## config.mk

```make
export PLATFORM = sky130hd
export DESIGN_NAME = serial_shift_unit
export DESIGN_NICKNAME = d
export VERILOG_FILES = /design/src/rtl/ssu_pkg.sv /design/src/rtl/ssu_clkgen.sv /design/src/rtl/ssu_shreg.sv /design/src/rtl/ssu_bitcnt.sv /design/src/rtl/serial_shift_unit.sv
export SDC_FILE = /design/constraint.sdc
export NUM_CORES = 1
export LEC_CHECK = 0
export BUFFER_PORTS_ARGS = -buffer_cell sky130_fd_sc_hd__buf_2
export CELL_PAD_IN_SITES_DETAIL_PLACEMENT = 1
export CELL_PAD_IN_SITES_GLOBAL_PLACEMENT = 1
export CORE_AREA = 5 5 76 78
export CTS_BUF_LIST = sky130_fd_sc_hd__clkbuf_2
export DETAILED_ROUTE_END_ITERATION = 7
export DIE_AREA = 0 0 81 83
export GPL_TIMING_DRIVEN = 0
export PLACE_DENSITY_LB_ADDON = 0.1
export SYNTH_ARGS = -nofsm -noshare
export SYNTH_HDL_FRONTEND = slang
export SYNTH_SLANG_ARGS = --single-unit
```

## constraint.sdc

```tcl
create_clock -name clk -period 1.88 [get_ports clk]
set_clock_uncertainty 0.2 [all_clocks]
set_input_delay 0.188 -clock clk [delete_from_list [all_inputs] [get_ports clk]]
set_output_delay 0.188 -clock clk [all_outputs]
set_load 0.02 [all_outputs]
```

## src/rtl/ssu_pkg.sv

```systemverilog
package ssu_pkg;
  // One pulse per serial-clock event, in the system clock domain
  typedef struct packed {
    logic sample;  // rising serial edge: capture sdi
    logic shift;   // falling serial edge: move register, count down
  } ssu_event_t;
endpackage

```

## src/rtl/ssu_clkgen.sv

```systemverilog
module ssu_clkgen #(
  parameter int HALF_DIV = 4
) (
  input  logic                clk,
  input  logic                rst,
  input  logic                master,
  input  logic                active,
  input  logic                sclk_in,
  output logic                sclk_out,
  output ssu_pkg::ssu_event_t ev
);
  localparam int DIV_W = (HALF_DIV > 1) ? $clog2(HALF_DIV) : 1;

  logic [DIV_W-1:0] div_q;
  logic             sclk_q;
  logic [1:0]       sync_q;
  logic             prev_q;
  logic             tick;

  assign tick = (div_q == DIV_W'(HALF_DIV - 1));

  // Master clock divider, parked low whenever there is nothing to move
  always_ff @(posedge clk) begin
    if (rst) begin
      div_q  <= '0;
      sclk_q <= 1'b0;
    end else if (!master || !active) begin
      div_q  <= '0;
      sclk_q <= 1'b0;
    end else if (tick) begin
      div_q  <= '0;
      sclk_q <= ~sclk_q;
    end else begin
      div_q  <= div_q + 1'b1;
    end
  end

  // Slave clock synchronizer and edge history
  always_ff @(posedge clk) begin
    if (rst) begin
      sync_q <= '0;
      prev_q <= 1'b0;
    end else begin
      sync_q <= {sync_q[0], sclk_in};
      prev_q <= sync_q[1];
    end
  end

  always_comb begin
    if (master) begin
      ev.sample = active && tick && !sclk_q;
      ev.shift  = active && tick &&  sclk_q;
    end else begin
      ev.sample = active &&  sync_q[1] && !prev_q;
      ev.shift  = active && !sync_q[1] &&  prev_q;
    end
  end

  assign sclk_out = sclk_q;
endmodule

```

## src/rtl/ssu_shreg.sv

```systemverilog
module ssu_shreg #(
  parameter int DATA_W = 16
) (
  input  logic                clk,
  input  logic                rst,
  input  logic                full,
  input  logic                lsb,
  input  logic                wr,
  input  logic [DATA_W-1:0]   wdata,
  input  ssu_pkg::ssu_event_t ev,
  input  logic                sdi,
  output logic [DATA_W-1:0]   q,
  output logic                sdo
);
  localparam int HALF = DATA_W / 2;

  logic [DATA_W-1:0] q_r;
  logic [DATA_W-1:0] nxt;
  logic              rx_q;

  always_comb begin
    nxt = q_r;
    if (full) begin
      nxt = lsb ? {rx_q, q_r[DATA_W-1:1]} : {q_r[DATA_W-2:0], rx_q};
    end else begin
      nxt[HALF-1:0] = lsb ? {rx_q, q_r[HALF-1:1]} : {q_r[HALF-2:0], rx_q};
    end
  end

  always_ff @(posedge clk) begin
    if (rst) begin
      q_r  <= '0;
      rx_q <= 1'b0;
    end else begin
      if (ev.sample) rx_q <= sdi;
      if (wr)             q_r <= wdata;
      else if (ev.shift)  q_r <= nxt;
    end
  end

  assign q   = q_r;
  assign sdo = lsb ? q_r[0] : (full ? q_r[DATA_W-1] : q_r[HALF-1]);
endmodule

```

## src/rtl/ssu_bitcnt.sv

```systemverilog
module ssu_bitcnt #(
  parameter int CNT_W = 5
) (
  input  logic             clk,
  input  logic             rst,
  input  logic             wr,
  input  logic [CNT_W-1:0] wdata,
  input  logic             hold,
  input  logic             clr,
  input  logic             dec,
  output logic [CNT_W-1:0] cnt,
  output logic             flag
);
  logic [CNT_W-1:0] cnt_q;
  logic             flag_q;
  logic             set_f;
  logic             clr_f;

  assign set_f = (wr && (wdata == '0)) ||
                 (!wr && dec && (cnt_q == CNT_W'(1)));
  assign clr_f = (wr && (wdata != '0) && !hold) || clr;

  always_ff @(posedge clk) begin
    if (rst) begin
      cnt_q  <= '0;
      flag_q <= 1'b0;
    end else begin
      if (wr)                         cnt_q <= wdata;
      else if (dec && cnt_q != '0)    cnt_q <= cnt_q - 1'b1;
      if (set_f)      flag_q <= 1'b1;
      else if (clr_f) flag_q <= 1'b0;
    end
  end

  assign cnt  = cnt_q;
  assign flag = flag_q;
endmodule

```

## src/rtl/serial_shift_unit.sv

```systemverilog
module serial_shift_unit #(
  parameter int DATA_W   = 16,
  parameter int CNT_W    = 5,
  parameter int HALF_DIV = 4
) (
  input  logic              clk,
  input  logic              rst,
  input  logic              mode_master,
  input  logic              full_width,
  input  logic              lsb_first,
  input  logic              flag_hold,
  input  logic              sr_wr,
  input  logic [DATA_W-1:0] sr_wdata,
  output logic [DATA_W-1:0] sr_rdata,
  input  logic              cnt_wr,
  input  logic [CNT_W-1:0]  cnt_wdata,
  output logic [CNT_W-1:0]  cnt_rdata,
  input  logic              flag_clr,
  output logic              flag,
  input  logic              sclk_in,
  output logic              sclk_out,
  output logic              sclk_oe,
  input  logic              sdi,
  output logic              sdo
);
  ssu_pkg::ssu_event_t ev;
  logic                active;

  assign active  = (cnt_rdata != '0);
  assign sclk_oe = mode_master;

  ssu_clkgen #(.HALF_DIV(HALF_DIV)) u_clk (
    .clk(clk), .rst(rst), .master(mode_master), .active(active),
    .sclk_in(sclk_in), .sclk_out(sclk_out), .ev(ev)
  );

  ssu_shreg #(.DATA_W(DATA_W)) u_sr (
    .clk(clk), .rst(rst), .full(full_width), .lsb(lsb_first),
    .wr(sr_wr), .wdata(sr_wdata), .ev(ev), .sdi(sdi),
    .q(sr_rdata), .sdo(sdo)
  );

  ssu_bitcnt #(.CNT_W(CNT_W)) u_cnt (
    .clk(clk), .rst(rst), .wr(cnt_wr), .wdata(cnt_wdata),
    .hold(flag_hold), .clr(flag_clr), .dec(ev.shift),
    .cnt(cnt_rdata), .flag(flag)
  );
endmodule

```

==> metrics.txt <==
Crit path largest cell delay 0.48 ns; row count 26; Slew Limit Fails 0; CORE AREA 5010 um^2; Place WS -0.190 ns; WL final 5.51 mm; Setup crit end kind flip-flop; sequential area share after synthesis 0.351; largest fanout on the critical path 5; Max IR drop VDD between 0.2 and 0.3 mV; Nets about 330; Post-route DRC 0; largest net degree at the start of global routing 11; reg-to-reg startpoint u_cnt.cnt[1]; setup TNS -0.967 ns; Switch Pwr 453 uW; CP max-delay cell or4b_4; reg2reg setup slack -0.13 ns; Crit path max-delay family simple AND/OR/NAND/NOR gates; Max Clk Rate 496 MHz; CP Launch Type flip-flop; Int Pwr 918 uW; asr flop ratio synth 0; worst hold path class primary input to flip-flop; CTS tree done; via count 1725; Hold Vio Cnt, Final 0; Initial Util 0.330; Mapped Area 1650 um^2; CTS H-tree depth 2; # clock sinks 29; first-pass GRT wire length approximately 9 mm; chip height approximately 83 um; I/O Buffers 55; Critical Path RT between 1.5 and 2 ns; share of post-route cells with drive strength above 1 0.362; Max-Cap Viols 0; Worst Path Arrival 2.12 ns; status complete, but fails checks; worst path bufs/invs 2; Top Ports 57; R2R cell count 7; DRC marker count from the first detailed-route iteration 37; Post-synth EDFFs 0; WHS around 0.034 ns; Overall Global Routing Usage 0.168; max_slew headroom 0.640; setup ws final -0.135 ns; kind of critical path flip-flop to flip-flop; Mapped Nets 220; initial antenna violation count 0; detailed-route wire length per cell 15.3 um; critical register-to-register path endpoint u_cnt.cnt[1]; clock network fraction of total power 0.232; final worst path period share 1.07; Skew-Pair Late Insertion Delay 0.38 ns; cell count after synthesis about 180; Syn. warnings 0; hold_sp sr_wdata[11]; RePlAce Congestion 0.691; failing checks negative setup slack; Worst-path clk slew between 0.15 and 0.2 ns; Final min period 2.01 ns; DRT Pass-1 Iters 4; Root Buffer clkbuf_2; hold path cells 5; Pleak 0.00112 uW; Overflow after GRT 0; Via density 4.79; Cell Pwr Density 538 nW/um^2; Clock Tree Buf Depth 2; Setup-failing EPs final 14; antenna-violating nets left 0; Logic pwr share 0.271; switching fraction of total power 0.330; Primary FF master, synth dfxtp_1; die width just over 80 um; Synth-to-Final Area Change 54.0%; unrepaired setup endpoints after global routing yes; Filler cells 619; Seq pwr share 0.497; n_diodes 0; syn avg cell area approximately 9.0 um^2; Hold EP u_sr.q[11]; hpwl dp approximately 3.5 mm; vias in the first global route 1897; Yosys reg bits 29; die area approximately 6700 um^2; Worst Max-Slew Pin Slew 0.539 ns; CP Cell Sequence inv_4 > ha_4 > or4b_4 > o21a_4 > buf_8 > or3_4 > o311ai_2; Netlist cell types 39; CTS Buf Count 5
-- cell usage in the layout (no fill, tap or decap), types with 2 or more instances in the layout --
cell type      instances
nand2_1               20
o21ai_1                7
clkbuf_2               6
nand3b_1               2
dfxtp_1               27
buf_2                 56
nand2b_1              16
xnor2_1                2
o211ai_1               3
buf_4                 12
dfxtp_4                2
nor3_1                 3
nor2b_1                4
dlygate4sd3_1         30
inv_4                  2
clkinv_1               2
mux2i_1               28
ha_1                   3
mux2_2                 7
nor2_1                 9
a21oi_1                2
inv_1                  2
o21ai_0               12
clkbuf_1               5
buf_12                 2
-- worst max path at each step --
| stage | slack, ns | endpoint | from | depth (start not counted) |
|---|---|---|---|---|
| 6_report | -0.13 | u_cnt.cnt[1] | u_cnt.cnt[1] | 7 |
| 5_1_grt | -0.19 | u_cnt.cnt[1] | u_cnt.cnt[0] | 7 |
| 4_1_cts | -0.13 | u_cnt.cnt[1] | u_cnt.cnt[1] | 7 |
| 3_5_place_dp | -0.19 | u_sr.q[14] | u_cnt.cnt[1] | 6 |
| 3_3_place_gp | -0.17 | u_sr.q[10] | u_cnt.cnt[1] | 6 |
| 2_1_floorplan | -0.09 | u_cnt.cnt[1] | u_cnt.cnt[1] | 7 |
-- synthesized netlist by cell type (2+ instances only) --
master | instances | share of area
mux2_2 | 7 | 0.048
a211oi_1 | 2 | 0.0091
o21ai_1 | 7 | 0.021
dfxtp_1 | 29 | 0.35
mux2i_1 | 28 | 0.17
xnor2_1 | 2 | 0.011
a21oi_1 | 2 | 0.0061
nand2_1 | 20 | 0.045
nor3_1 | 3 | 0.0091
nand3b_1 | 2 | 0.0091
nor2_1 | 10 | 0.023
nor2b_1 | 4 | 0.015
clkbuf_1 | 6 | 0.014
o21ai_0 | 13 | 0.039
ha_1 | 4 | 0.030
o211ai_1 | 3 | 0.014
inv_1 | 5 | 0.011
nand2b_1 | 16 | 0.061
-- worst reg2reg max path, delay by kind of cell, from the launching register on --
| family | cells | cell delay (ns) |
|---|---|---|
| AO/OA/AOI/OAI | 2 | 0.24 |
| AND/OR/NAND/NOR | 2 | 0.81 |
| adder cells (fa/ha/maj) | 1 | 0.12 |
| flip-flops | 1 | 0.39 |
| buffers and inverters | 2 | 0.20 |
-- metrics by stage --
| step | instances | area (um^2) | util | power (uW) |
|---|---|---|---|---|
| finish | 360 | 2550 | 0.508 | 1370 |
| global route | 360 | 2550 | 0.508 | 1460 |
| CTS | 354 | 2470 | 0.494 | 1360 |
| detailed placement | 309 | 2050 | 0.408 | 979 |
| global placement | 309 | 2050 | 0.408 | 975 |
| floorplan | 184 | 1680 | - | 869 |
-- final cells by class --
type,instances,area (um^2),share of cell area
flip-flops and latches,29,588,0.231
repair buffers,98,698,0.274
inverters,5,27.5,0.0108
multi-input cells,141,1060,0.415
clock inverters,3,12.5,0.00491
clock buffers,5,25.0,0.00982
well taps,70,87.6,0.0344
plain buffers,9,51.3,0.0201
-- layer usage --
metal / routed length (um) / vias to the layer above / GRT usage
met2: 2840 / 50 / 0.294
met4: 98 / 0 / 0.0599
li1: - / 852 / -
met3: 204 / 12 / 0.0346
met1: 2360 / 811 / 0.199
met5: 0 / - / 0
-- power groups by stage --
stage | logic (uW) | clock network [uW] | registers [uW]
floorplan | 149 | 0 | 720
global placement | 278 | 0 | 696
detailed placement | 283 | 0 | 697
CTS | 351 | 330 | 682
global route | 407 | 368 | 688
finish | 372 | 318 | 681
-- kinds of logic after synthesis --
logic type / count (synthesis) / share of synthesized area
fa+ha+maj: 4 / 0.0303
simple gates: 66 / 0.219
mux: 35 / 0.217
compound gates: 33 / 0.128
xor+xnor: 3 / 0.0159
buf+inv: 14 / 0.0393
flops: 29 / 0.351
-- registers in the layout (all words and copies together), names as in the netlist --
| signal | cells |
|---|---|
| u_sr.q | 16 |
| u_cnt.cnt | 5 |
| u_cnt.flag | 1 |
| u_clk.div_q | 2 |
| u_clk.sync_q | 2 |
| u_sr.rx_q | 1 |
| u_clk.prev_q | 1 |
| u_clk.sclk_out | 1 |
-- timing repair --
item	in CTS	in global routing
resized for setup	3	9
endpoints found under the hold margin	26	0
hold buffers	30	0
setup buffers	6	7
cloned	1	0
endpoints found under the setup margin	18	21
pin swaps	3	4
Note: power is estimated with default switching activity, not from simulation.
